===== src/rtl/vima_pkg.sv =====
package vima_pkg;
  localparam int NKIND    = 3;
  localparam int KIND_NRM = 0;
  localparam int KIND_FST = 1;
  localparam int KIND_ABT = 2;
  localparam int NLINE    = 2;
  localparam int NSRC     = 2 * NKIND;
  localparam int ELW      = 2;
  localparam int STAT_W   = 9;
  localparam logic [ELW-1:0] LVL_HYP = ELW'(2);

  // Status-word bit position for each kind: abort 8, normal 7, fast 6.
  function automatic int stat_pos(input int kind);
    case (kind)
      KIND_NRM: stat_pos = 7;
      KIND_FST: stat_pos = 6;
      default:  stat_pos = 8;
    endcase
  endfunction

  // Source index of a kind: physical at 2k, virtual at 2k+1.
  function automatic int src_idx(input int kind, input bit virt);
    src_idx = 2 * kind + (virt ? 1 : 0);
  endfunction
endpackage


===== src/rtl/vima_virt_gate.sv =====
module vima_virt_gate
  import vima_pkg::*;
#(
  parameter int NK = NKIND
) (
  input  logic           mode64,
  input  logic [ELW-1:0] el,
  input  logic           secure,
  input  logic           sec_hyp_en,
  input  logic           trap_gen,
  input  logic           host_ext_present,
  input  logic           host_ext_bit,
  input  logic [NK-1:0]  route_ovr,
  input  logic [NK-1:0]  mask,
  output logic [NK-1:0]  allow
);
  logic force_ovr32;
  logic sec_lock64;
  logic high_lvl64;
  logic hyp_lvl32;

  assign force_ovr32 = trap_gen && (!host_ext_present || !host_ext_bit);
  assign sec_lock64  = secure && !sec_hyp_en;
  assign high_lvl64  = (el >= LVL_HYP);
  assign hyp_lvl32   = (el == LVL_HYP);

  for (genvar k = 0; k < NK; k++) begin : g_kind
    logic ovr32;
    logic ok32;
    logic ok64;

    assign ovr32 = force_ovr32 ? 1'b1 : route_ovr[k];

    // 32-bit rule set: one AND over mask, effective override, state, level.
    assign ok32 = !mask[k] && ovr32 && !secure && !hyp_lvl32;

    // 64-bit rule set: table walk, most restrictive rows first.
    always_comb begin
      if (sec_lock64)                    ok64 = 1'b0;
      else if (trap_gen || !route_ovr[k]) ok64 = 1'b0;
      else if (high_lvl64)               ok64 = 1'b0;
      else                               ok64 = !mask[k];
    end

    assign allow[k] = mode64 ? ok64 : ok32;

    always_comb begin
      if (mode64 && allow[k])
        assert_gate64_mask_R5: assert (!mask[k] && !high_lvl64);
      if (!mode64 && allow[k])
        assert_gate32_state_R7: assert (!secure && el != LVL_HYP);
    end
  end
endmodule


===== src/rtl/vima_prio.sv =====
module vima_prio #(
  parameter int N = 6
) (
  input  logic [N-1:0] req,
  output logic [N-1:0] grant,
  output logic         any
);
  always_comb begin
    grant = '0;
    for (int i = N - 1; i >= 0; i--) begin
      if (req[i]) grant = N'(1) << i;
    end
  end

  assign any = |req;

  always_comb begin
    assert_grant_onehot_R1: assert ($onehot0(grant));
    if (any) assert_grant_present_R1: assert (grant != '0);
  end
endmodule


===== src/rtl/vima_status.sv =====
module vima_status
  import vima_pkg::*;
#(
  parameter int NK = NKIND,
  parameter int SW = STAT_W
) (
  input  logic [ELW-1:0] el,
  input  logic           el2_en,
  input  logic [NK-1:0]  route_ovr,
  input  logic [NK-1:0]  phys_pend,
  input  logic [NK-1:0]  virt_pend,
  output logic [SW-1:0]  status,
  output logic           wake
);
  logic          below_hyp;
  logic [NK-1:0] use_virt;
  logic [NK-1:0] virt_wake;

  assign below_hyp = (el < LVL_HYP) && el2_en;

  for (genvar k = 0; k < NK; k++) begin : g_sel
    assign use_virt[k]  = below_hyp && route_ovr[k];
    assign virt_wake[k] = use_virt[k] && virt_pend[k];
  end

  always_comb begin
    status = '0;
    for (int k = 0; k < NK; k++) begin
      status[stat_pos(k)] = use_virt[k] ? virt_pend[k] : phys_pend[k];
    end
  end

  assign wake = (|phys_pend) || (|virt_wake);

  always_comb begin
    if (|phys_pend) assert_wake_phys_R9: assert (wake);
  end
endmodule


===== src/rtl/vima_arbiter.sv =====
module vima_arbiter
  import vima_pkg::*;
(
  input  logic                 clk,
  input  logic                 rst_n,
  input  logic                 mode64,
  input  logic [ELW-1:0]       el,
  input  logic                 secure,
  input  logic                 sec_hyp_en,
  input  logic                 el2_en,
  input  logic                 trap_gen,
  input  logic                 host_ext_present,
  input  logic                 host_ext_bit,
  input  logic [NKIND-1:0]     route_ovr,
  input  logic [NKIND-1:0]     mask,
  input  logic [NKIND-1:0]     phys_pend,
  input  logic [NLINE-1:0]     virt_line,
  input  logic [NKIND-1:0]     inject,
  input  logic                 reset_req,
  input  logic                 event_req,
  output logic                 take_o,
  output logic [NSRC-1:0]      winner_o,
  output logic [STAT_W-1:0]    status_o,
  output logic                 wake_o
);
  logic [NKIND-1:0] virt_pend;
  logic [NKIND-1:0] virt_allow;
  logic [NSRC-1:0]  src_req;
  logic [NSRC-1:0]  grant;
  logic             any_req;
  logic             take_d;
  logic             take_q;
  logic [NSRC-1:0]  win_q;

  // Pending virtual sources: lines exist only for the first NLINE kinds.
  for (genvar k = 0; k < NKIND; k++) begin : g_vpend
    if (k < NLINE) begin : g_line
      assign virt_pend[k] = virt_line[k] || inject[k];
    end else begin : g_inj
      assign virt_pend[k] = inject[k];
    end
  end

  vima_virt_gate #(.NK(NKIND)) u_gate (
    .mode64           (mode64),
    .el               (el),
    .secure           (secure),
    .sec_hyp_en       (sec_hyp_en),
    .trap_gen         (trap_gen),
    .host_ext_present (host_ext_present),
    .host_ext_bit     (host_ext_bit),
    .route_ovr        (route_ovr),
    .mask             (mask),
    .allow            (virt_allow)
  );

  // Interleave physical and virtual requests into priority order.
  for (genvar k = 0; k < NKIND; k++) begin : g_req
    assign src_req[src_idx(k, 1'b0)] = phys_pend[k] && !mask[k];
    assign src_req[src_idx(k, 1'b1)] = virt_pend[k] && virt_allow[k];
  end

  vima_prio #(.N(NSRC)) u_prio (
    .req   (src_req),
    .grant (grant),
    .any   (any_req)
  );

  vima_status #(.NK(NKIND), .SW(STAT_W)) u_status (
    .el        (el),
    .el2_en    (el2_en),
    .route_ovr (route_ovr),
    .phys_pend (phys_pend),
    .virt_pend (virt_pend),
    .status    (status_o),
    .wake      (wake_o)
  );

  assign take_d = any_req || reset_req || event_req;

  always_ff @(posedge clk or negedge rst_n) begin
    if (!rst_n) begin
      take_q <= 1'b0;
      win_q  <= '0;
    end else begin
      take_q <= take_d;
      win_q  <= grant;
    end
  end

  assign take_o   = take_q;
  assign winner_o = win_q;

  assert_winner_onehot_R1: assert property (@(posedge clk) disable iff (!rst_n)
    $onehot0(winner_o));

  assert_winner_implies_take_R10: assert property (@(posedge clk) disable iff (!rst_n)
    (|winner_o) |-> take_o);

  assert_force_take_R10: assert property (@(posedge clk) disable iff (!rst_n)
    (reset_req || event_req) |=> take_o);

  assert_phys_normal_first_R1: assert property (@(posedge clk) disable iff (!rst_n)
    (phys_pend[KIND_NRM] && !mask[KIND_NRM]) |=> winner_o[0]);

  assert_secure_block_R3: assert property (@(posedge clk) disable iff (!rst_n)
    (mode64 && secure && !sec_hyp_en) |=> !(winner_o[1] || winner_o[3] || winner_o[5]));

  assert_high_level_block_R5: assert property (@(posedge clk) disable iff (!rst_n)
    (mode64 && el >= LVL_HYP) |=> !(winner_o[1] || winner_o[3] || winner_o[5]));

  assert_abort_status_R8: assert property (@(posedge clk) disable iff (!rst_n)
    (el < LVL_HYP && el2_en && route_ovr[KIND_ABT]) |-> (status_o[8] == inject[KIND_ABT]));
endmodule


===== config.mk =====
export PLATFORM = sky130hd
export DESIGN_NAME = vima_arbiter
export DESIGN_NICKNAME = d
export VERILOG_FILES = /design/src/rtl/vima_pkg.sv /design/src/rtl/vima_virt_gate.sv /design/src/rtl/vima_prio.sv /design/src/rtl/vima_status.sv /design/src/rtl/vima_arbiter.sv
export SDC_FILE = /design/constraint.sdc
export NUM_CORES = 1
export LEC_CHECK = 0
export BUFFER_PORTS_ARGS = -buffer_cell sky130_fd_sc_hd__buf_2
export CORE_MARGIN = 2
export CORE_UTILIZATION = 35
export CTS_BUF_LIST = sky130_fd_sc_hd__clkbuf_8
export CTS_CLUSTER_DIAMETER = 80
export DETAILED_ROUTE_END_ITERATION = 10
export GPL_TIMING_DRIVEN = 0
export PLACE_DENSITY = 0.82
export RECOVER_POWER = 50
export SLEW_MARGIN = 20
export SYNTH_ARGS = -nofsm -noshare
export SYNTH_HDL_FRONTEND = slang
export SYNTH_HIERARCHICAL = 1
export SYNTH_SLANG_ARGS = --single-unit

===== constraint.sdc =====
create_clock -name clk -period 1.31 [get_ports clk]
set_clock_uncertainty 0.2 [all_clocks]
set_input_delay 0.262 -clock clk [delete_from_list [all_inputs] [get_ports clk]]
set_output_delay 0.262 -clock clk [all_outputs]
set_load 0.02 [all_outputs]

== Word level (Yosys, flattened, before mapping) ==
Index checks and enable logic that the tools add are counted.

* Input bits: 27
* Register bits: 7

* Mux-type cells: 24
* Eq/ne operators: 1
* $lt $le $gt $ge: 2
* Reduce and logical (&&, ||, !) cells: 47

{| class="wikitable"
|+ Operator list
! operator !! number
|-
| two-way mux 6 bit || 6
|-
| logical AND 1 bit || 24
|-
| two-way mux 1 bit || 18
|-
| logical NOT 1 bit || 11
|-
| logical OR 1 bit || 9
|-
| OR reduction 3 bit || 2
|-
| OR reduction 6 bit || 1
|-
| == test 2 bit (second input constant) || 1
|-
| >= comparator 2 bit (second input constant) || 1
|-
| less-than comparator 2 bit (second input constant) || 1
|}

== Depth between registers and ports, before layout ==
Gate-level depths: netlist (run 1).

* Word-level depth: 15
* Mapped depth: 7
* Depth with buffers taken out: 7

== Modules after synthesis ==
The synthesis (run 1) kept the hierarchy.

{| class="wikitable"
|+ By module, submodules not included
! module !! instances !! cells each !! area each (µm²) !! sequential area each (µm²)
|-
| vima_arbiter || 1 || 16 || 234.0 || 175.2
|-
| vima_status || 1 || 17 || 142.6 || 0.0
|-
| vima_virt_gate || 1 || 12 || 77.6 || 0.0
|-
| vima_prio || 1 || 9 || 65.1 || 0.0
|}

== Worst setup path after synthesis (run 1) ==
OpenSTA, ideal clock, no wires.

* Kind: input to register
* Start point: input trap_gen
* End point: register take_q (netlist: take_o)
* Arrival: 2,028 ps
* Path buffers: 0
* Setup time: 131 ps
* Path slack: -1,049 ps
* Cell stages on the path: 7
* Path through: and4bb_2 -> nor3_1 -> a211oi_1 -> o21a_1 -> or4_4 -> or3_1 -> or3_1

* Word-level cells in the longest chain between the ends: 10
* Elaborated cells between the ends (all ways): 31
* Classes of those cells: 12 x mux; 19 x reduce/logical

{| class="wikitable"
|+ Ends and longest elaborated chain
! item !! RTL line !! source
|-
| start: declaration || vima_arbiter.sv:11 || <nowiki>input logic trap_gen,</nowiki>
|-
| logical AND 1 bit || vima_virt_gate.sv:22 || <nowiki>assign force_ovr32 = trap_gen && (!host_ext_present || !host_ext_bit);</nowiki>
|-
| two-way mux 1 bit || vima_virt_gate.sv:32 || <nowiki>assign ovr32 = force_ovr32 ? 1'b1 : route_ovr[k];</nowiki>
|-
| logical AND 1 bit (3 in a row) || vima_virt_gate.sv:35 || <nowiki>assign ok32 = !mask[k] && ovr32 && !secure && !hyp_lvl32;</nowiki>
|-
| two-way mux 1 bit * || vima_virt_gate.sv:45 || <nowiki>assign allow[k] = mode64 ? ok64 : ok32;</nowiki>
|-
| named net virt_allow[0] || vima_arbiter.sv:27 || <nowiki>logic [NKIND-1:0] virt_allow;</nowiki>
|-
| logical AND 1 bit * || vima_arbiter.sv:60 || <nowiki>assign src_req[src_idx(k, 1'b1)] = virt_pend[k] && virt_allow[k];</nowiki>
|-
| named net src_req[1] || vima_arbiter.sv:28 || <nowiki>logic [NSRC-1:0] src_req;</nowiki>
|-
| OR reduction 6 bit * || vima_prio.sv:15 || <nowiki>assign any = |req;</nowiki>
|-
| named net any_req || vima_arbiter.sv:30 || <nowiki>logic any_req;</nowiki>
|-
| logical OR 1 bit * (2 in a row) || vima_arbiter.sv:79 || <nowiki>assign take_d = any_req || reset_req || event_req;</nowiki>
|-
| named net take_d || vima_arbiter.sv:31 || <nowiki>logic take_d;</nowiki>
|-
| end signal: assignment || vima_arbiter.sv:86 || <nowiki>take_q <= take_d;</nowiki>
|-
| end: declaration || vima_arbiter.sv:32 || <nowiki>logic take_q;</nowiki>
|}

Mark *: on every way through the listed nets, which the timed path passes. The rest lies on a longest branch.

== Final worst setup path (run 1) ==
* Start point: input sec_hyp_en
* End point: register take_q (netlist: take_o)

* Word-level cells in the longest chain between the ends: 8
* Elaborated cells between the ends (all ways): 14
* Classes of those cells: 6 x mux; 8 x reduce/logical

{| class="wikitable"
|+ Ends and longest elaborated chain
! item !! RTL line !! source
|-
| start: declaration || vima_arbiter.sv:9 || <nowiki>input logic sec_hyp_en,</nowiki>
|-
| logical NOT 1 bit || vima_virt_gate.sv:23 || <nowiki>assign sec_lock64 = secure && !sec_hyp_en;</nowiki>
|-
| logical AND 1 bit || vima_virt_gate.sv:23 ||
|-
| two-way mux 1 bit || vima_virt_gate.sv:39 || <nowiki>if (sec_lock64) ok64 = 1'b0;</nowiki>
|-
| two-way mux 1 bit || vima_virt_gate.sv:45 ||
|-
| named net virt_allow[1] || vima_arbiter.sv:27 ||
|-
| logical AND 1 bit || vima_arbiter.sv:60 ||
|-
| named net src_req[3] || vima_arbiter.sv:28 ||
|-
| OR reduction 6 bit || vima_prio.sv:15 ||
|-
| named net any_req || vima_arbiter.sv:30 ||
|-
| logical OR 1 bit (2 in a row) || vima_arbiter.sv:79 ||
|-
| named net take_d || vima_arbiter.sv:31 ||
|}

The timed path passes the listed nets, and every way through them passes these cells.

==> impl_metrics.json, run 1 <==
{
  "outcome": "complete, but fails checks",
  "violations": "negative setup slack",
  "floorplan.die_area_sq_um": 1810,
  "groute.layer.met2.usage_pct": 36.9,
  "worst_hold_path.num_cells": 2,
  "track_usage_pct": 18.1,
  "critical_path.endpoint_type": "register",
  "fin_tns_setup_ns": -4.27,
  "worst_setup_path_start_kind": "primary input",
  "pin_count": 44,
  "ir_drop_mv": 0.367,
  "fin_nets": 139,
  "hold_path_class": "in2reg",
  "grt_setup_unrepaired": "true",
  "pin_count_of_the_biggest_net_entering_global_routing": 8,
  "global_route.overflow_total": 0,
  "synthTopCellsByCount": "7 x sky130_fd_sc_hd__buf_4, 7 x sky130_fd_sc_hd__dfrtp_1, 4 x sky130_fd_sc_hd__a211oi_1, 4 x sky130_fd_sc_hd__inv_1, 4 x sky130_fd_sc_hd__nand3b_1",
  "post-synth-top-area-cell": "sky130_fd_sc_hd__dfrtp_1",
  "synthesis.area_per_instance_sq_um": 9.62,
  "width_of_the_die_microns": 42.5,
  "synth_cell_type_count": 23,
  "place_ws_ns": -1.26,
  "dr_total_vias": 591,
  "finalCritPeriodShare_pct": 164,
  "synth.yosys.warnings": 6,
  "synth.ff_latch_count": 7,
  "antenna_violations_before_repair": 0,
  "drive_gt1_share_pct": 64.9,
  "ant_nets": 0,
  "ranking_of_synthesized_cells_by_area": "sky130_fd_sc_hd__dfrtp_1 34%, sky130_fd_sc_hd__buf_4 10%, sky130_fd_sc_hd__mux2_4 8.7%",
  "initial_core_util_pct": 38.5,
  "final.min_clock_period_ns": 2.15,
  "route.detailed.wl_per_inst_microns": 12.3,
  "synth_sequential_area_ratio_pct": 33.7,
  "clock_tree_from_tritoncts": "built",
  "tritoncts_buffer_count": 3,
  "syn_inst": 54,
  "yosys.area.top_type_share_pct": 33.7,
  "synth_area_sq_um": 519,
  "fillerInstances": 100,
  "core_area_sq_um": 1350,
  "finalWorstSetupSlack_ns": -0.844,
  "asyncSetResetFlopFracSynth_pct": 100,
  "cellLeakagePower_nw": 0.527,
  "vias_per_cell": 4.69,
  "globalplace.congestion": 0.749,
  "finalMaxSlewViolations": 0,
  "numPlacedInstances": 111,
  "place.detailed.hpwl_microns": 996,
  "clk_root_buffer_cell": "sky130_fd_sc_hd__clkbuf_8",
  "grt_use_met3_pct": 3.02,
  "drc_viols": 0,
  "grt.busiest_layer": "met2",
  "insertedDiodeCount": 0,
  "cp.required_ns": 1.21,
  "grt_first_pass_wirelength_mm": 2.42,
  "timing.fmax_mhz": 464,
  "p_per_area_nw_per_um2": 788,
  "setup_violations": 10,
  "initialDrtViolationCount": 2,
  "buffer_ports.inserted": 37,
  "max_cap_viol_count": 0,
  "wirelength_mm": 1.55,
  "timing.final.hold_violations": 0,
  "htree_num_levels": 1,
  "area_delta_synth_final_pct": 95.9,
  "critPathKind": "in2reg",
  "worstPathMaxFanout": 3,
  "num_rows": 13,
  "die_height_microns": 42.5,
  "synth_enable_flop_cells": 0,
  "worst_ep_arrival_time_ns": 2.05,
  "grt_pass1_vias": 578,
  "clk_pin_slew_worst_paths_ns": 0.04,
  "synth_flop_cell": "sky130_fd_sc_hd__dfrtp_1",
  "clk_path_buf_depth": 2,
  "grt_util_met1_pct": 15.7,
  "dr_pass1_iterations": 4,
  "stdcell_count": 126,
  "numClockSinks": 7
}
final timing paths:
kind                             from          end  slack (ns)
worst max-delay path       sec_hyp_en       take_o       -0.84
worst min-delay path        event_req       take_o        0.03
max in group asynchronous       rst_n       take_o        0.40
min in group asynchronous       rst_n  winner_o[0]        0.26
cell families after synthesis:
group                  after synthesis  share of synthesized area (%)
and+or+nand+nor                     24                           32.3
DFF                                  7                           33.7
muxes                                3                           8.67
buffers and inverters               11                           13.0
AOI/OAI and AO/OA                    8                           11.6
other                                1                          0.722
report_power, final:
group | internal, mW | switching [mW]
registers | 0.226 | 0.00194
logic | 0.161 | 0.128
clock network | 0.202 | 0.0841
flip-flops by register name (all words and copies together) (netlist names):
| register | cells |
|---|---|
| winner_o | 6 |
| take_o | 1 |
placed cells by master (no fill, tap or decap), drive strengths merged:
cell type    synthesis  layout
a211oi               4       4
o21ai                1       1
or2                  2       2
nand3b               4       4
conb                 1       6
nor2b                3       3
o21a                 2       2
or4                  1       1
and2b                1       1
mux2                 3       3
clkbuf               0       4
buf                  7      53
nor3                 2       2
a222oi               1       1
dlygate4sd3          0       1
and2                 1       1
and4bb               1       1
nand2b               1       1
nor4b                1       1
dfrtp                7       7
nor3b                3       3
nand2                1       1
inv                  4       5
nor2                 1       1
or3                  2       2
per-layer routing:
layer | up-vias | part of all wire, %
met3 | 6 | 9.0
met4 | 0 | 3.0
li1 | 293 | -
met1 | 257 | 32
met2 | 35 | 56
met5 | - | 0
through the flow:
stage          power [mW]  utilization, %  hold WS (ns)  area (sq um)
2_1_floorplan       0.348               -        -0.234           557
3_3_place_gp        0.422            56.3        -0.109           761
3_5_place_dp        0.425            56.3        -0.103           761
4_1_cts             0.794            73.2        0.0329           988
5_1_grt             0.846            75.3        0.0404          1020
6_report            0.802            75.3        0.0313          1020
final cells by class:
type / count / area (sq um) / area share (%)
Buffer: 7 / 52.6 / 5.17
Clock buffer: 3 / 41.3 / 4.06
Clock inverter: 1 / 3.75 / 0.369
Inverter: 4 / 15.0 / 1.48
Multi-Input combinational cell: 41 / 355 / 34.9
Sequential cell: 7 / 175 / 17.2
Tap cell: 15 / 18.8 / 1.85
Timing Repair Buffer: 48 / 355 / 34.9
worst max-delay path: stages:
cell	delay (ns)
sky130_fd_sc_hd__buf_2	0.10
sky130_fd_sc_hd__and4bb_2	0.23
sky130_fd_sc_hd__nor3_4	0.18
sky130_fd_sc_hd__a211oi_2	0.06
sky130_fd_sc_hd__o21a_1	0.13
sky130_fd_sc_hd__or4_4	0.48
sky130_fd_sc_hd__or3_1	0.30
sky130_fd_sc_hd__or3_1	0.30
what timing repair did:
| item | CTS | global route |
|---|---|---|
| pin swaps | 9 | 5 |
| hold endpoints to repair | 7 | 0 |
| hold buffers | 1 | 0 |
| endpoints found under the setup margin | 10 | 10 |
| gates resized for setup | 27 | 4 |
| buffers inserted | 8 | 3 |
No activity file was read; power rests on OpenSTA's default activity.
==> run 2: changes to the inputs <==
BUFFER_PORTS_ARGS = default   (was -buffer_cell sky130_fd_sc_hd__buf_2)
CORE_AREA = 2 2 39 41   (was default)
CORE_MARGIN = default   (was 2)
CORE_UTILIZATION = default   (was 35)
DIE_AREA = 0 0 41 43   (was default)
DONT_BUFFER_PORTS = 1   (was default)
GPL_ROUTABILITY_DRIVEN = 1   (was default)
PLACE_DENSITY = 0.6   (was 0.82)
SKIP_LAST_GASP = 1   (was default)
==> run 2 against run 1 <==
Net effect: the flow still finishes with violations (negative setup slack); die area down 2.5%; clock power rose by 1%; sequential share of layout area increased by 7.3 points; cell area down 30%; non-clock buffer count is 42 lower; sequential cell count is the same; critical path type unchanged; largest power group is now clock.
==> impl_metrics.json, run 2 (synthesized netlist as in run 1, its figures left out) <==
{
  "outcome": "complete, but fails checks",
  "violations": "negative setup slack",
  "drive_gt1_share_pct": 42.0,
  "numClockSinks": 7,
  "num_rows": 14,
  "clk_pin_slew_worst_paths_ns": 0.04,
  "path_delay_family": "simple AND/OR/NAND/NOR gates",
  "ir_drop_mv": 0.345,
  "most-common-layout-cells": "9 x sky130_fd_sc_hd__buf_4, 7 x sky130_fd_sc_hd__dfrtp_1, 6 x sky130_fd_sc_hd__conb_1",
  "crit_path_frequent_cell": "sky130_fd_sc_hd__or3_1",
  "initialDrtViolationCount": 4,
  "route.detailed.wl_per_inst_microns": 12.5,
  "core_area_sq_um": 1380,
  "track_usage_pct": 14.5,
  "path_buf_inv": 0,
  "dr_pass1_iterations": 4,
  "tritoncts_buffer_count": 3,
  "clk_root_buffer_cell": "sky130_fd_sc_hd__clkbuf_8",
  "finalWorstSetupSlack_ns": -0.737,
  "setup_violations": 4,
  "initial_core_util_pct": 37.5,
  "critPathKind": "in2reg",
  "timing.final.hold_violations": 0,
  "max_cap_viol_count": 0,
  "finalMaxSlewViolations": 0,
  "grt_setup_unrepaired": "true",
  "grt_pass1_vias": 467,
  "critical-path-max-stage-delay_ns": 0.48,
  "antenna_violations_before_repair": 0,
  "mostFrequentLayoutCell": "sky130_fd_sc_hd__buf_4",
  "clk_path_buf_depth": 2,
  "cp.required_ns": 1.21,
  "width_of_the_die_microns": 41,
  "hold_path_class": "in2reg",
  "crit_slowest_cell": "sky130_fd_sc_hd__or4_4",
  "area_delta_synth_final_pct": 37.3,
  "wirelength_mm": 1.06,
  "globalplace.congestion": 0.664,
  "worst_ep_arrival_time_ns": 1.94,
  "vias_per_cell": 5.06,
  "chain_of_cells_forming_the_critical_path": "and4bb_2, nor3_4, a211oi_2, o21a_1, or4_4, or3_1, or3_1",
  "cellLeakagePower_nw": 0.325,
  "htree_num_levels": 1,
  "post-layout-total-power_uw": 678,
  "final.min_clock_period_ns": 2.05,
  "fin_nets": 97,
  "p_per_area_nw_per_um2": 950,
  "whs_ns": 0.0475,
  "finalCritPeriodShare_pct": 156,
  "pin_count_of_the_biggest_net_entering_global_routing": 8,
  "ant_nets": 0,
  "worstPathMaxFanout": 3,
  "drc_viols": 0,
  "insertedDiodeCount": 0,
  "critical_path.endpoint_type": "register",
  "floorplan.die_area_sq_um": 1760,
  "largest_reg_flops": 6,
  "timing.fmax_mhz": 488,
  "pin_count": 44,
  "buffer_ports.inserted": 0,
  "global_route.overflow_total": 0,
  "clock_tree_from_tritoncts": "built",
  "worst_setup_path_start_kind": "primary input",
  "die_height_microns": 43,
  "dr_total_vias": 430,
  "grt_first_pass_wirelength_mm": 1.77
}
run 2: cell count changes in the layout (fill, tap and decap cells not counted):
cell / delta
sky130_fd_sc_hd__buf_2: -27
sky130_fd_sc_hd__buf_6: -12
sky130_fd_sc_hd__buf_4: -2
sky130_fd_sc_hd__buf_8: -2
sky130_fd_sc_hd__dlygate4sd3_1: +2
sky130_fd_sc_hd__a211oi_1: +1
sky130_fd_sc_hd__a211oi_4: -1
sky130_fd_sc_hd__clkbuf_1: -1
sky130_fd_sc_hd__nor4b_1: -1
sky130_fd_sc_hd__nor4b_2: +1
run 2: layout make-up:
cell class              instances  area, sq um
plain buffers                   7         52.6
flip-flops and latches          7          175
repair buffers                  6         56.3
clock inverters                 1         3.75
inverters                       4         15.0
clock buffers                   3         41.3
multi-input cells              41          349
well taps                      16         20.0
fillers                       140          671
run 2: repair_timing:
action                                 CTS  global route
buffers inserted                         3             0
pin swaps                                5             1
hold buffers                             3             0
endpoints found under the hold margin    8             0
gates resized for setup                  6             2
setup endpoints to repair                5             7
run 2: per-stage QoR:
stage	setup slack [ns]	TNS, ns	util, %	instances	area [sq um]
2_1_floorplan	-0.966	-2.16	-	59	557
3_3_place_gp	-1.10	-2.78	41.7	75	577
3_5_place_dp	-1.12	-2.89	41.7	75	577
4_1_cts	-0.804	-1.64	51.0	85	706
5_1_grt	-0.827	-1.78	51.5	85	713
6_report	-0.737	-1.44	51.5	85	713
run 2: final timing paths:
check	cells past startpoint	to	from	slack (ns)
hold / removal	3	winner_o[4]	mask[2]	0.05
max in group asynchronous	1	winner_o[0]	rst_n	0.52
min in group asynchronous	1	winner_o[3]	rst_n	0.16
setup / recovery	7	take_o	trap_gen	-0.74
run 2: tightest hold or removal path: stages:
cell and delay (ns):
sky130_fd_sc_hd__nor2b_1 0.05, sky130_fd_sc_hd__inv_1 0.09, sky130_fd_sc_hd__nor2_4 0.04
run 2: where the power goes:
part           leakage (nW)  internal (mW)  switching (mW)
clock network        0.0269          0.202          0.0882
registers            0.0904          0.226          0.0145
logic                 0.208         0.0784          0.0686
run 2: metal layers:
layer | GRT usage [%] | share of wire, % | up-vias | wire (microns)
met5 | 0 | 0 | - | 0
met4 | 8.00 | 1.5 | 0 | 16
met3 | 6.81 | 14 | 2 | 143
met2 | 22.5 | 50 | 31 | 528
met1 | 15.3 | 35 | 188 | 371
li1 | - | - | 209 | -
==> run 3: changes to the inputs <==
ABC_AREA = 1   (was default)
CORE_AREA = default   (was 2 2 39 41)
CORE_MARGIN = 2   (was default)
CORE_UTILIZATION = 30   (was default)
DIE_AREA = default   (was 0 0 41 43)
PLACE_DENSITY = 0.5   (was 0.6)
==> run 3 against run 2 <==
Net effect: the run now ends clean; fmax increased by 66%; die area is 29% higher; worst hold slack worse by 0.024 ns; clock power down 4%; critical path type is now in2out; largest cell class unchanged.
==> impl_metrics.json, run 3 <==
{
  "outcome": "complete, no violations",
  "yosys.area_share.xor_xnor_pct": 0,
  "synth-simple-area-share_pct": 38.0,
  "setup_violations": 0,
  "worst_ep_arrival_time_ns": 0.77,
  "timing.final.hold_violations": 0,
  "synthesis.area_per_instance_sq_um": 5.79,
  "initial_core_util_pct": 32.5,
  "initialDrtViolationCount": 5,
  "synth.ff_latch_count": 7,
  "pin_count": 44,
  "whs_ns": 0.0239,
  "final.min_clock_period_ns": 1.23,
  "post-route-util_pct": 39.9,
  "finalMaxSlewViolations": 0,
  "antenna_violations_before_repair": 0,
  "met3WireLength_microns": 128,
  "grt_setup_unrepaired": "false",
  "largest_reg_flops": 6,
  "asyncSetResetFlopFracSynth_pct": 100,
  "place.detailed.hpwl_microns": 927,
  "cp.required_ns": 0.85,
  "synth.yosys.warnings": 6,
  "place_ws_ns": -0.0906,
  "drive_gt1_share_pct": 14.4,
  "insertedDiodeCount": 0,
  "global_route.overflow_total": 0,
  "yosysMostFrequentCell": "sky130_fd_sc_hd__inv_1",
  "post-synth-top-area-cell": "sky130_fd_sc_hd__dfrtp_1",
  "synth_sequential_area_ratio_pct": 30.6,
  "worstPathMaxFanout": 2,
  "synth_fa_ha_area_share_pct": 0,
  "wirelength_mm": 1.10,
  "globalplace.congestion": 0.679,
  "die_height_microns": 47.7,
  "critPathKind": "in2out",
  "yosys.area.top_type_share_pct": 30.6,
  "internal_power_uw": 477,
  "fin_nets": 139,
  "grt_pass1_vias": 463,
  "crit_slowest_cell": "sky130_fd_sc_hd__nor2_2",
  "fillerInstances": 213,
  "synth_area_sq_um": 573,
  "tritoncts_buffer_count": 3,
  "synth_enable_flop_cells": 0,
  "synth_flop_cell": "sky130_fd_sc_hd__dfrtp_1",
  "worst_setup_path_start_kind": "primary input",
  "synthTopCellsByCount": "29 x sky130_fd_sc_hd__inv_1, 25 x sky130_fd_sc_hd__nand2_1, 17 x sky130_fd_sc_hd__nor2_1",
  "total_switching_power_uw": 174,
  "path_buf_inv": 2,
  "num_rows": 15,
  "power.combinational.fraction_pct": 20.3,
  "dr_pass1_iterations": 2,
  "core_area_sq_um": 1760,
  "clock_tree_from_tritoncts": "built",
  "ant_nets": 0,
  "ranking_of_synthesized_cells_by_area": "sky130_fd_sc_hd__dfrtp_1 31%, sky130_fd_sc_hd__inv_1 19%, sky130_fd_sc_hd__nand2_1 16%",
  "synth_cell_type_count": 12,
  "drc_viols": 0,
  "syn_inst": 99,
  "maxUsedRoutingLayer": "met4",
  "clk_root_buffer_cell": "sky130_fd_sc_hd__clkbuf_8",
  "finalCritPeriodShare_pct": 94.1,
  "chain_of_cells_forming_the_critical_path": "nor2_2, inv_1, nand4_1, nand2_1, inv_1, nand2_2",
  "floorplan.die_area_sq_um": 2280,
  "track_usage_pct": 10.5,
  "dr_total_vias": 525,
  "max_cap_viol_count": 0,
  "clockPowerShare_pct": 42.9,
  "pin_count_of_the_biggest_net_entering_global_routing": 8,
  "ir_drop_mv": 0.392,
  "synth_compound_area_share_pct": 2.62,
  "numClockSinks": 7,
  "netSwitchingFraction_pct": 26.7,
  "sequentialPowerShare_pct": 36.9,
  "cellLeakagePower_nw": 0.445,
  "route.detailed.wl_per_inst_microns": 8.07,
  "grt_first_pass_wirelength_mm": 1.68,
  "buffer_ports.inserted": 0,
  "area_delta_synth_final_pct": 22.7,
  "timing.fmax_mhz": 811,
  "critical_path.endpoint_type": "output port",
  "path_delay_family": "simple AND/OR/NAND/NOR gates",
  "fin_tns_setup_ns": 0,
  "crit_path_frequent_cell": "sky130_fd_sc_hd__inv_1",
  "p_per_area_nw_per_um2": 926,
  "finalWorstSetupSlack_ns": 0.0771,
  "critical-path-max-stage-delay_ns": 0.13,
  "synth_top_family_by_area": "simple AND/OR/NAND/NOR gates",
  "muxShareOfSynthArea_pct": 0,
  "mostFrequentLayoutCell": "sky130_fd_sc_hd__inv_1",
  "clk_path_buf_depth": 2,
  "clk_pin_slew_worst_paths_ns": 0.04,
  "wl_met2_microns": 531,
  "most-common-layout-cells": "30 x sky130_fd_sc_hd__inv_1, 24 x sky130_fd_sc_hd__nand2_1, 16 x sky130_fd_sc_hd__nor2_1",
  "width_of_the_die_microns": 47.7,
  "hold_path_class": "in2reg",
  "wl_met1_microns": 428,
  "vias_per_cell": 3.86,
  "htree_num_levels": 1
}
-- run 3: cell count changes after synthesis, sizes merged, moves of 3 or more --
cell    change
nor2       +19
inv        +25
nor3b       -3
nand3b      -4
nand4       +3
a211oi      -4
nand2      +25
mux2        -3
nor2b       -3
-- run 3: worst paths after layout --
path / to / from / cells after the start
worst max-delay path: wake_o / inject[0] / 6
worst min-delay path: winner_o[2] / mask[1] / 3
min in group asynchronous: take_o / rst_n / 1
max in group asynchronous: winner_o[1] / rst_n / 1
-- run 3: cell type report --
class	instances	area, sq um	area share, %
clock inverters	1	3.75	0.534
clock buffers	3	41.3	5.87
multi-input cells	61	260	37.0
well taps	25	31.3	4.45
repair buffers	3	30.0	4.27
plain buffers	7	52.6	7.47
inverters	29	109	15.5
flip-flops and latches	7	175	24.9
-- run 3: power by group through the flow --
stage | clock (mW) | sequential (mW) | combinational, mW
finish | 0.279 | 0.240 | 0.132
global route | 0.306 | 0.241 | 0.152
CTS | 0.289 | 0.240 | 0.132
detailed placement | 0 | 0.243 | 0.121
global placement | 0 | 0.243 | 0.120
floorplan | 0 | 0.242 | 0.110
-- run 3: cells by family after synthesis --
| kind of cell | count (synthesis) |
|---|---|
| AOI/OAI and AO/OA | 3 |
| other | 1 |
| DFF | 7 |
| buffers and inverters | 36 |
| and+or+nand+nor | 52 |
-- run 3: through the flow --
stage / std cells / instance area [sq um] / power (mW)
final: 136 / 703 / 0.651
after CTS: 136 / 701 / 0.662
after global routing: 136 / 703 / 0.699
after global placement: 129 / 626 / 0.363
after floorplan: 104 / 594 / 0.352
after detailed placement: 129 / 626 / 0.364
-- run 3: worst min-delay path, stage by stage --
cell	delay [ns]
sky130_fd_sc_hd__nor2_1	0.04
sky130_fd_sc_hd__inv_1	0.06
sky130_fd_sc_hd__nor2_1	0.05
-- run 3: repair_timing --
| action | in CTS | in global routing |
|---|---|---|
| gates resized for setup | 0 | 1 |
| setup endpoints to repair | 0 | 1 |
| buffers inserted | 0 | 0 |
| endpoints found under the hold margin | 8 | 0 |
| hold buffers | 3 | 0 |
-- run 3: layer usage --
| layer | global-route usage [%] | up-vias |
|---|---|---|
| li1 | - | 288 |
| met1 | 12.2 | 207 |
| met2 | 16.5 | 28 |
| met3 | 2.26 | 2 |
| met4 | 8.11 | 0 |
| met5 | 0 | - |
